--- src/rtl/drs_pkg.sv ---
package drs_pkg;

    typedef enum logic [3:0] {
        ST_IDLE,
        ST_CBR_SETUP,
        ST_CBR_STROBE,
        ST_ROR_STROBE,
        ST_PRECHARGE,
        ST_ACCESS,
        ST_SR_SETUP,
        ST_SR_HOLD,
        ST_SR_EXIT
    } seq_state_e;

endpackage

--- src/rtl/drs_interval_timer.sv ---
module drs_interval_timer #(
    parameter int unsigned PERIOD = 31250
) (
    input  logic clk,
    input  logic rst_n,
    output logic tick
);
    localparam int unsigned W = (PERIOD > 1) ? $clog2(PERIOD) : 1;

    logic [W-1:0] cnt_q;

    always_ff @(posedge clk or negedge rst_n) begin
        if (!rst_n) begin
            cnt_q <= '0;
        end else if (cnt_q == W'(PERIOD - 1)) begin
            cnt_q <= '0;
        end else begin
            cnt_q <= cnt_q + 1'b1;
        end
    end

    assign tick = (cnt_q == W'(PERIOD - 1));

    generate
        if (PERIOD > 1) begin : g_spacing
            AST_TICK_SPACING: assert property (@(posedge clk) disable iff (!rst_n)
                tick |=> !tick);
        end
    endgenerate

endmodule

--- src/rtl/drs_pend_ctr.sv ---
module drs_pend_ctr #(
    parameter int unsigned DEPTH = 8
) (
    input  logic clk,
    input  logic rst_n,
    input  logic inc,
    input  logic dec,
    input  logic clr,
    output logic pending,
    output logic ovf_err
);
    localparam int unsigned W = $clog2(DEPTH + 1);

    logic [W-1:0] cnt_q;
    logic         err_q;

    always_ff @(posedge clk or negedge rst_n) begin
        if (!rst_n) begin
            cnt_q <= '0;
            err_q <= 1'b0;
        end else if (clr) begin
            cnt_q <= '0;
        end else begin
            unique case ({inc, dec})
                2'b10: begin
                    if (cnt_q == W'(DEPTH)) err_q <= 1'b1;
                    else                    cnt_q <= cnt_q + 1'b1;
                end
                2'b01:   cnt_q <= cnt_q - 1'b1;
                default: cnt_q <= cnt_q;
            endcase
        end
    end

    assign pending = (cnt_q != '0);
    assign ovf_err = err_q;

    AST_PEND_BOUND: assert property (@(posedge clk) disable iff (!rst_n)
        cnt_q <= W'(DEPTH));
    AST_OVF_STICKY: assert property (@(posedge clk) disable iff (!rst_n)
        err_q |=> err_q);

endmodule

--- src/rtl/drs_row_ctr.sv ---
module drs_row_ctr #(
    parameter int unsigned ROWS = 1024
) (
    input  logic                     clk,
    input  logic                     rst_n,
    input  logic                     step,
    output logic [$clog2(ROWS)-1:0]  row
);
    localparam int unsigned W = $clog2(ROWS);

    logic [W-1:0] row_q;

    always_ff @(posedge clk or negedge rst_n) begin
        if (!rst_n) begin
            row_q <= '0;
        end else if (step) begin
            row_q <= (row_q == W'(ROWS - 1)) ? '0 : row_q + 1'b1;
        end
    end

    assign row = row_q;

    AST_ROW_STEP: assert property (@(posedge clk) disable iff (!rst_n)
        (row_q != $past(row_q)) |-> ((row_q == $past(row_q) + 1'b1) || (row_q == '0)));

endmodule

--- src/rtl/dram_refresh_seq.sv ---
module dram_refresh_seq
    import drs_pkg::*;
#(
    parameter int unsigned REFRESH_CLKS = 31250,
    parameter int unsigned ROW_COUNT    = 1024,
    parameter int unsigned PEND_MAX     = 8,
    parameter int unsigned T_CSR        = 2,
    parameter int unsigned T_RAS        = 12,
    parameter int unsigned T_RP         = 8,
    parameter int unsigned T_RASS       = 25000,
    parameter int unsigned T_RPS        = 28
) (
    input  logic                          clk,
    input  logic                          rst_n,
    input  logic                          mode_ras_only,
    input  logic                          acc_req,
    input  logic                          sleep_req,
    output logic                          acc_gnt,
    output logic                          sleep_ack,
    output logic                          ras_n,
    output logic                          casl_n,
    output logic                          cash_n,
    output logic                          we_n,
    output logic [$clog2(ROW_COUNT)-1:0]  row_addr,
    output logic                          ovf_err
);
    localparam int unsigned M1      = (T_CSR > T_RAS) ? T_CSR : T_RAS;
    localparam int unsigned M2      = (T_RP > T_RPS) ? T_RP : T_RPS;
    localparam int unsigned M3      = (M1 > M2) ? M1 : M2;
    localparam int unsigned T_MAX   = (M3 > T_RASS) ? M3 : T_RASS;
    localparam int unsigned CNT_W   = $clog2(T_MAX + 1);
    localparam int unsigned CATCH_W = $clog2(ROW_COUNT + 1);

    seq_state_e         state_q, state_d;
    logic [CNT_W-1:0]   cnt_q, cnt_d;
    logic [CATCH_W-1:0] catch_q;
    logic               tick, pending, in_sr;
    logic               pend_take, pend_clr, catch_take, catch_load, row_step;

    drs_interval_timer #(.PERIOD(REFRESH_CLKS)) u_timer (
        .clk(clk), .rst_n(rst_n), .tick(tick)
    );

    assign in_sr = (state_q == ST_SR_SETUP) || (state_q == ST_SR_HOLD) || (state_q == ST_SR_EXIT);

    drs_pend_ctr #(.DEPTH(PEND_MAX)) u_pend (
        .clk(clk), .rst_n(rst_n), .inc(tick && !in_sr && !pend_clr), .dec(pend_take),
        .clr(pend_clr), .pending(pending), .ovf_err(ovf_err)
    );

    drs_row_ctr #(.ROWS(ROW_COUNT)) u_row (
        .clk(clk), .rst_n(rst_n), .step(row_step), .row(row_addr)
    );

    // Next-state and counter reload
    always_comb begin
        state_d    = state_q;
        cnt_d      = (cnt_q != '0) ? cnt_q - 1'b1 : '0;
        pend_take  = 1'b0;
        pend_clr   = 1'b0;
        catch_take = 1'b0;
        catch_load = 1'b0;
        row_step   = 1'b0;
        unique case (state_q)
            ST_IDLE: begin
                if (catch_q != '0) begin
                    catch_take = 1'b1;
                    state_d    = ST_ROR_STROBE;
                    cnt_d      = CNT_W'(T_RAS - 1);
                end else if (pending) begin
                    pend_take = 1'b1;
                    if (mode_ras_only) begin
                        state_d = ST_ROR_STROBE;
                        cnt_d   = CNT_W'(T_RAS - 1);
                    end else begin
                        state_d = ST_CBR_SETUP;
                        cnt_d   = CNT_W'(T_CSR - 1);
                    end
                end else if (sleep_req) begin
                    pend_clr = 1'b1;
                    state_d  = ST_SR_SETUP;
                    cnt_d    = CNT_W'(T_CSR - 1);
                end else if (acc_req) begin
                    state_d = ST_ACCESS;
                end
            end
            ST_CBR_SETUP: if (cnt_q == '0) begin
                state_d = ST_CBR_STROBE;
                cnt_d   = CNT_W'(T_RAS - 1);
            end
            ST_CBR_STROBE: if (cnt_q == '0) begin
                state_d = ST_PRECHARGE;
                cnt_d   = CNT_W'(T_RP - 1);
            end
            ST_ROR_STROBE: if (cnt_q == '0) begin
                row_step = 1'b1;
                state_d  = ST_PRECHARGE;
                cnt_d    = CNT_W'(T_RP - 1);
            end
            ST_PRECHARGE: if (cnt_q == '0) state_d = ST_IDLE;
            ST_ACCESS: if (!acc_req) begin
                state_d = ST_PRECHARGE;
                cnt_d   = CNT_W'(T_RP - 1);
            end
            ST_SR_SETUP: if (cnt_q == '0) begin
                state_d = ST_SR_HOLD;
                cnt_d   = CNT_W'(T_RASS - 1);
            end
            ST_SR_HOLD: if ((cnt_q == '0) && !sleep_req) begin
                state_d = ST_SR_EXIT;
                cnt_d   = CNT_W'(T_RPS - 1);
            end
            ST_SR_EXIT: if (cnt_q == '0) begin
                catch_load = mode_ras_only;
                state_d    = ST_IDLE;
            end
            default: state_d = ST_IDLE;
        endcase
    end

    // State register
    always_ff @(posedge clk or negedge rst_n) begin
        if (!rst_n) begin
            state_q <= ST_IDLE;
            cnt_q   <= '0;
            catch_q <= '0;
        end else begin
            state_q <= state_d;
            cnt_q   <= cnt_d;
            if (catch_load)      catch_q <= CATCH_W'(ROW_COUNT);
            else if (catch_take) catch_q <= catch_q - 1'b1;
        end
    end

    // Strobe decode
    always_comb begin
        ras_n     = 1'b1;
        casl_n    = 1'b1;
        we_n      = 1'b1;
        acc_gnt   = 1'b0;
        sleep_ack = 1'b0;
        unique case (state_q)
            ST_CBR_SETUP, ST_SR_SETUP: casl_n = 1'b0;
            ST_CBR_STROBE: begin
                casl_n = 1'b0;
                ras_n  = 1'b0;
            end
            ST_SR_HOLD: begin
                casl_n    = 1'b0;
                ras_n     = 1'b0;
                sleep_ack = (cnt_q == '0);
            end
            ST_ROR_STROBE: ras_n = 1'b0;
            ST_ACCESS: begin
                ras_n   = 1'b0;
                acc_gnt = 1'b1;
            end
            default: ras_n = 1'b1;
        endcase
        cash_n = casl_n;
    end

    AST_CAS_BEFORE_RAS: assert property (@(posedge clk) disable iff (!rst_n)
        ($fell(ras_n) && !casl_n) |-> !$past(casl_n));
    AST_ACK_IN_SR: assert property (@(posedge clk) disable iff (!rst_n)
        $rose(sleep_ack) |-> (!ras_n && !casl_n && !cash_n));
    AST_EXIT_RAISES_RAS: assert property (@(posedge clk) disable iff (!rst_n)
        $fell(sleep_ack) |-> ras_n);
    AST_CATCHUP_BLOCKS_GRANT: assert property (@(posedge clk) disable iff (!rst_n)
        (catch_q != '0) |-> !acc_gnt);

endmodule

--- config.mk ---
export PLATFORM = sky130hd
export DESIGN_NAME = dram_refresh_seq
export DESIGN_NICKNAME = d
export VERILOG_FILES = /design/src/rtl/drs_pkg.sv /design/src/rtl/drs_interval_timer.sv /design/src/rtl/drs_pend_ctr.sv /design/src/rtl/drs_row_ctr.sv /design/src/rtl/dram_refresh_seq.sv
export SDC_FILE = /design/constraint.sdc
export NUM_CORES = 1
export LEC_CHECK = 0
export ABC_CLOCK_PERIOD_IN_PS = 3100
export BUFFER_PORTS_ARGS = -buffer_cell sky130_fd_sc_hd__buf_2
export CORE_MARGIN = 3
export CORE_UTILIZATION = 45
export DETAILED_ROUTE_END_ITERATION = 16
export PLACE_DENSITY_LB_ADDON = 0.08
export SLEW_MARGIN = 20
export SYNTH_ARGS = -nofsm -noshare
export SYNTH_HDL_FRONTEND = slang
export SYNTH_HIERARCHICAL = 1
export SYNTH_SLANG_ARGS = --single-unit
--- constraint.sdc ---
create_clock -name clk -period 3.1 [get_ports clk]
set_input_delay 0.62 -clock clk [delete_from_list [all_inputs] [get_ports clk]]
set_output_delay 0.62 -clock clk [all_outputs]
set_load 0.01 [all_outputs]
* Yosys cells after proc, flatten, opt, wreduce, memory -nomap -nowiden *
Index checks and enable logic that the tools add are counted.

cells by class
  add/sub/neg operators = 6
  equal/unequal tests = 21
  muxes and demuxes = 47
  bitwise logic cells = 1
  reduce and logical (&&, ||, !) cells = 22

operators with widths
  cell                   count
  $mux 15                10
  $pmux 15 s6            1
  $mux 4                 13
  $pmux 4 s7             1
  $mux 11                2
  $mux 1                 17
  $eq 4x3->1 const B     4
  $add 15x1->15 const B  1
  $eq 15x15->1 const B   1
  $logic_not 15->1       1
  $reduce_bool 15->1     1
  $sub 15x1->15 const B  1
  $reduce_bool 11->1     1
  $sub 11x1->11 const B  1
  $add 10x1->10 const B  1
  $eq 10x10->1 const B   1
  $mux 10                1
  $eq 4x2->1 const B     2
  $eq 4x4->1 const B     2
  $ne 2x1->1 const B     4
  $pmux 4 s2             1
  $reduce_or 4->1        2
  $reduce_and 7->1       1
  $ne 5x5->1 const B     1
  other kinds (19)       26

storage, ports and cells
  register bits after elaboration = 60
  input bits = 5
  output and inout port bits = 17
  word-level logic and storage cells = 104

* Logic depth before layout (Yosys ltp) *
  depth after elaboration = 9
  mapped depth = 15
  gate-level depth less buffers = 14

* Modules after synthesis *
Netlist, hierarchy kept.

modules (own cells, without submodules)
  module              instances  cells each  area an instance (µm²)  sequential area each (µm²)
  dram_refresh_seq    1          229         1975.6                  750.7
  drs_interval_timer  1          64          724.4                   375.4
  drs_row_ctr         1          49          503.0                   250.2
  drs_pend_ctr        1          42          377.9                   125.1

* Least setup slack after synthesis *
No wires, ideal clock.

  path kind = register to register
  start point = register catch_q[2]
  end point = register u_pend.cnt_q[3]
  library setup time = 0.122 ns
  arrival time = 3.315 ns
  data required time = 2.978 ns
  setup slack = -0.337 ns
  stages on the path, launching flop included = 15
  path buffers = 2
  cell sequence = dfrtp_1 -> nor4_1 -> and4_1 -> clkbuf_1 -> nand2_1 -> nor3_1 -> nor2_1 -> nand2b_1 -> buf_6 -> inv_1 -> ha_1 -> a31oi_1 -> o211ai_2 -> mux2i_1 -> a2111oi_1

on the way
  cells in the longest elaborated chain, start to end = 8
  elaborated cells between the ends (all ways) = 14

RTL lines
  item                                               RTL line                 source
  from (decl)                                        dram_refresh_seq.sv:36   logic [CATCH_W-1:0] catch_q;
  from (signal assigned)                             dram_refresh_seq.sv:130  if (catch_load) catch_q <= CATCH_W'(ROW_COUNT);
  from (signal assigned)                             dram_refresh_seq.sv:131  else if (catch_take) catch_q <= catch_q - 1'b1;
  $reduce_bool 11->1 *                               dram_refresh_seq.sv:66   if (catch_q != '0) begin
  $mux 1 *                                           dram_refresh_seq.sv:66
  $mux 1 *                                           dram_refresh_seq.sv:64   unique case (state_q)
  net pend_clr                                       dram_refresh_seq.sv:38   logic pend_take, pend_clr, catch_take, catch_load, row_step;
  $logic_not 1->1                                    dram_refresh_seq.sv:47   .clk(clk), .rst_n(rst_n), .inc(tick && !in_sr && !pend_clr), .dec(pend_take),
  $logic_and 1x1->1                                  dram_refresh_seq.sv:47
  $eq 2x1->1 / $eq 2x2->1 (equally long branches)    drs_pend_ctr.sv:24       unique case ({inc, dec})
  $pmux 4 s2, or another cell as far along           drs_pend_ctr.sv:24
  $mux 4 / $reduce_and 2->1 (equally long branches)  n/a
  to (signal assigned)                               drs_pend_ctr.sv:27       else cnt_q <= cnt_q + 1'b1;
  to (signal assigned)                               drs_pend_ctr.sv:29       2'b01: cnt_q <= cnt_q - 1'b1;
  to (signal assigned)                               drs_pend_ctr.sv:30       default: cnt_q <= cnt_q;
  to (decl)                                          drs_pend_ctr.sv:14       logic [W-1:0] cnt_q;

Mark *: on every way through the listed nets, which the timed path passes. The rest lies on a longest branch.
A chain may end at the register's enable or synchronous reset.

==> impl_metrics.py <==
metrics = {
    "yosys": {
        "syn-num-nets": 397,
        "netlist.area_leader.share": 0.4193,
        "yosysUniqueCellTypes": 70,
        "yosysWarningCount": 6,
        "netlist_top_cells_area": "dfrtp_1 42%, xnor2_1 5.9%, nor2_1 4.5%, nand2_1 3.5%, xor2_1 3.2%",
        "syn_area_per_cell_um2": 9.325,
        "ys.flop_type": "dfrtp_1",
        "synth-seq-cells": 60,
        "yosysMostFrequentCell": "dfrtp_1",
        "synth_enable_flop_cells": 0,
        "synth_top_area_cell": "dfrtp_1",
        "ys_top_cells_by_count": "60 x dfrtp_1, 43 x nor2_1, 33 x nand2_1",
        "netlist_instances": 384,
        "synth-async-reset-ratio": 1.000,
        "synth-seq-area-share": 0.4193,
        "netlist_area_um2": 3581,
    },
    "place": {
        "port_buffers": 20,
        "gp_congestion": 0.8292,
        "dp_slack_ps": -10.97,
        "dpl.cell_count": 514,
        "dp_hpwl_mm": 5.399,
    },
    "setup_path": {
        "critPathMaxFanout": 5,
        "startpoint": "cnt_q[2]$_DFF_PN0_",
        "rr_endpoint": "u_row/row[5]$_DFFE_PN0P_",
        "crit_path_end": "sleep_ack",
        "cp-end-kind": "output pin",
        "regToRegSetupSlack_ps": 180,
        "cp.arrival_ps": 2410,
        "start_kind": "flip-flop",
        "cp_data_required_time_ps": 2480,
        "crit_type": "flip-flop to output pin",
        "worst_r2r_path_depth": 8,
        "r2r-start": "cnt_q[2]$_DFF_PN0_",
    },
    "global_route": {
        "grt_pass1_vias": 2751,
        "grt_pass1_wl_mm": 13.14,
        "antenna_found_initial": 0,
        "grt_use_total": 0.1827,
        "overflow": 0,
        "grt_max_degree": 29,
    },
    "cts": {
        "clk_pin_slew_ps": 70,
        "htree_num_levels": 3,
        "clock_latency_ps": 330,
        "ctsHoldBuffers": 0,
        "clock-sinks": 60,
        "cts_tree": "built",
        "cts_buffers": 9,
        "clk_path_buf_depth": 2,
        "root_buffer": "clkbuf_8",
    },
    "power_and_ir_drop": {
        "switching_power_uw": 323.0,
        "p_clk_frac": 0.450,
        "leakage_uw": 0.001817,
        "pwr-share-seq": 0.521,
        "power_density_nw_per_um2": 365.1,
        "max-vdd-ir-drop_mv": 0.2648,
        "internal_power_uw": 1209,
        "share_comb_of_total_power": 0.029,
        "finalPower_uw": 1532,
        "switching_share": 0.2108,
    },
    "drt": {
        "ant_nets": 0,
        "dr_wl_met2_mm": 3.501,
        "vias": 2938,
        "wl_met3_um": 208,
        "wl_mm": 7.434,
        "top_layer_used": "met4",
        "drt_pass1_iterations": 5,
        "first_iter_violations": 77,
        "wl_met1_mm": 3.643,
        "vias_per_cell": 5.543,
        "drc_errors": 0,
        "drt-wirelength-per-cell_um": 14.03,
    },
    "run": {
        "drv_cap": 0,
    },
    "timing": {
        "final-max-slew-violation-count": 0,
        "tns_ps": 0,
        "finalCritPeriodShare": 0.9776,
        "slew_headroom": 0.4970,
        "post-route-min-period_ps": 3030,
        "tightest_slew_ps": 744.6,
        "hold_viol": 0,
        "rsz0062_at_grt": "false",
        "max_freq_ghz": 0.3300,
        "skew_ps": 9.226,
        "finalSetupViolCount": 0,
        "setup_slack_ps": 69.53,
    },
    "final_layout": {
        "final_util": 0.5606,
        "layout.nets": 441,
        "drive_gt1_frac": 0.2274,
        "n_antenna_cell": 0,
        "syn_to_final_growth_pct": 17.19,
        "fin_cells": 530,
    },
    "run_status": {
        "status": "completed",
    },
    "floorplan": {
        "die_height_um": 95.21,
        "core_area_um2": 7486,
        "die-area_um2": 9064,
        "num_rows": 31,
        "chipWidth_um": 95.21,
        "ioPinCount": 22,
        "start_util": 0.4784,
    },
    "min_path": {
        "hp-class": "primary input to asynchronous set/reset pin",
    },
}
## timing repair
| action | 4_1_cts | 5_1_grt |
|---|---|---|
| setup endpoints to repair | 3 | 7 |
| gates resized for setup | 1 | 7 |
| setup buffers | 0 | 2 |
| pin swaps | 1 | 2 |
## power groups by stage
stage	registers, µW	clock network, µW	logic [µW]
after CTS	798	715	45.3
final	798	689	44.4
after global placement	812	0	44.6
after floorplan	811	0	19.0
after detailed placement	812	0	45.1
after global routing	799	756	52.3
## how the worst min path moves through the flow
stage / end / slack, ps / cells after the start
2_1_floorplan: catch_q[0]$_DFFE_PN0P_ / 320 / 0
3_3_place_gp: u_pend/ovf_err$_DFFE_PN0P_ / 450 / 1
6_report: u_pend/ovf_err$_DFFE_PN0P_ / 210 / 1
4_1_cts: u_pend/cnt_q[3]$_DFFE_PN0P_ / 210 / 1
5_1_grt: u_pend/cnt_q[1]$_DFFE_PN0P_ / 220 / 1
3_5_place_dp: u_pend/ovf_err$_DFFE_PN0P_ / 460 / 1
## critical path: stages, from the launching register on
cell and delay, ps:
dfrtp_1 380, or4_4 540, or3_4 380, buf_4 150, or3_4 420, nor2_2 80, buf_2 130
## through the flow
stage / area (µm²) / hold slack, ps
after floorplan: 3613 / 324.4
after CTS: 4145 / 205.6
after detailed placement: 3949 / 463.8
final: 4197 / 205.5
after global routing: 4197 / 219.6
after global placement: 3949 / 448.6
## final cells by class
cell class,instances,area (µm²)
fillers,691,3289
multi-input cells,292,2003
flip-flops and latches,60,1501
repair buffers,49,317.8
clock buffers,12,155.1
well taps,99,123.9
inverters,16,60.06
clock inverters,2,35.03
## routing by layer
metal	vias to the layer above	GRT usage
met5	-	0
met3	12	0.04025
met1	1403	0.2545
met4	0	0.06130
li1	1469	-
met2	54	0.2810
## cell usage in the layout, fill, tap and decap left out, drive strengths merged, types with 13 or more instances in the layout
cell type	Yosys	layout
a21oi	14	14
nand2	33	33
nor2	43	43
o21ai	14	14
xor2	13	13
dfrtp	60	60
inv	16	16
xnor2	24	24
buf	7	49
nand3	14	14
## sequential cells by signal, summed over array words and instances, names as in the netlist
signal	cells
u_pend/ovf_err	1
cnt_q	15
u_pend/cnt_q	4
catch_q	11
u_timer/cnt_q	15
state_q	4
u_row/row	10
## kinds of logic after synthesis
kind of cell	synth area share
xor+xnor	0.09050
flops	0.4193
fa+ha+maj	0.02795
buf+inv	0.04227
compound gates	0.1188
simple gates	0.2771
mux	0.02306
other cells	0.001047
No activity file was read; power rests on OpenSTA's default activity.
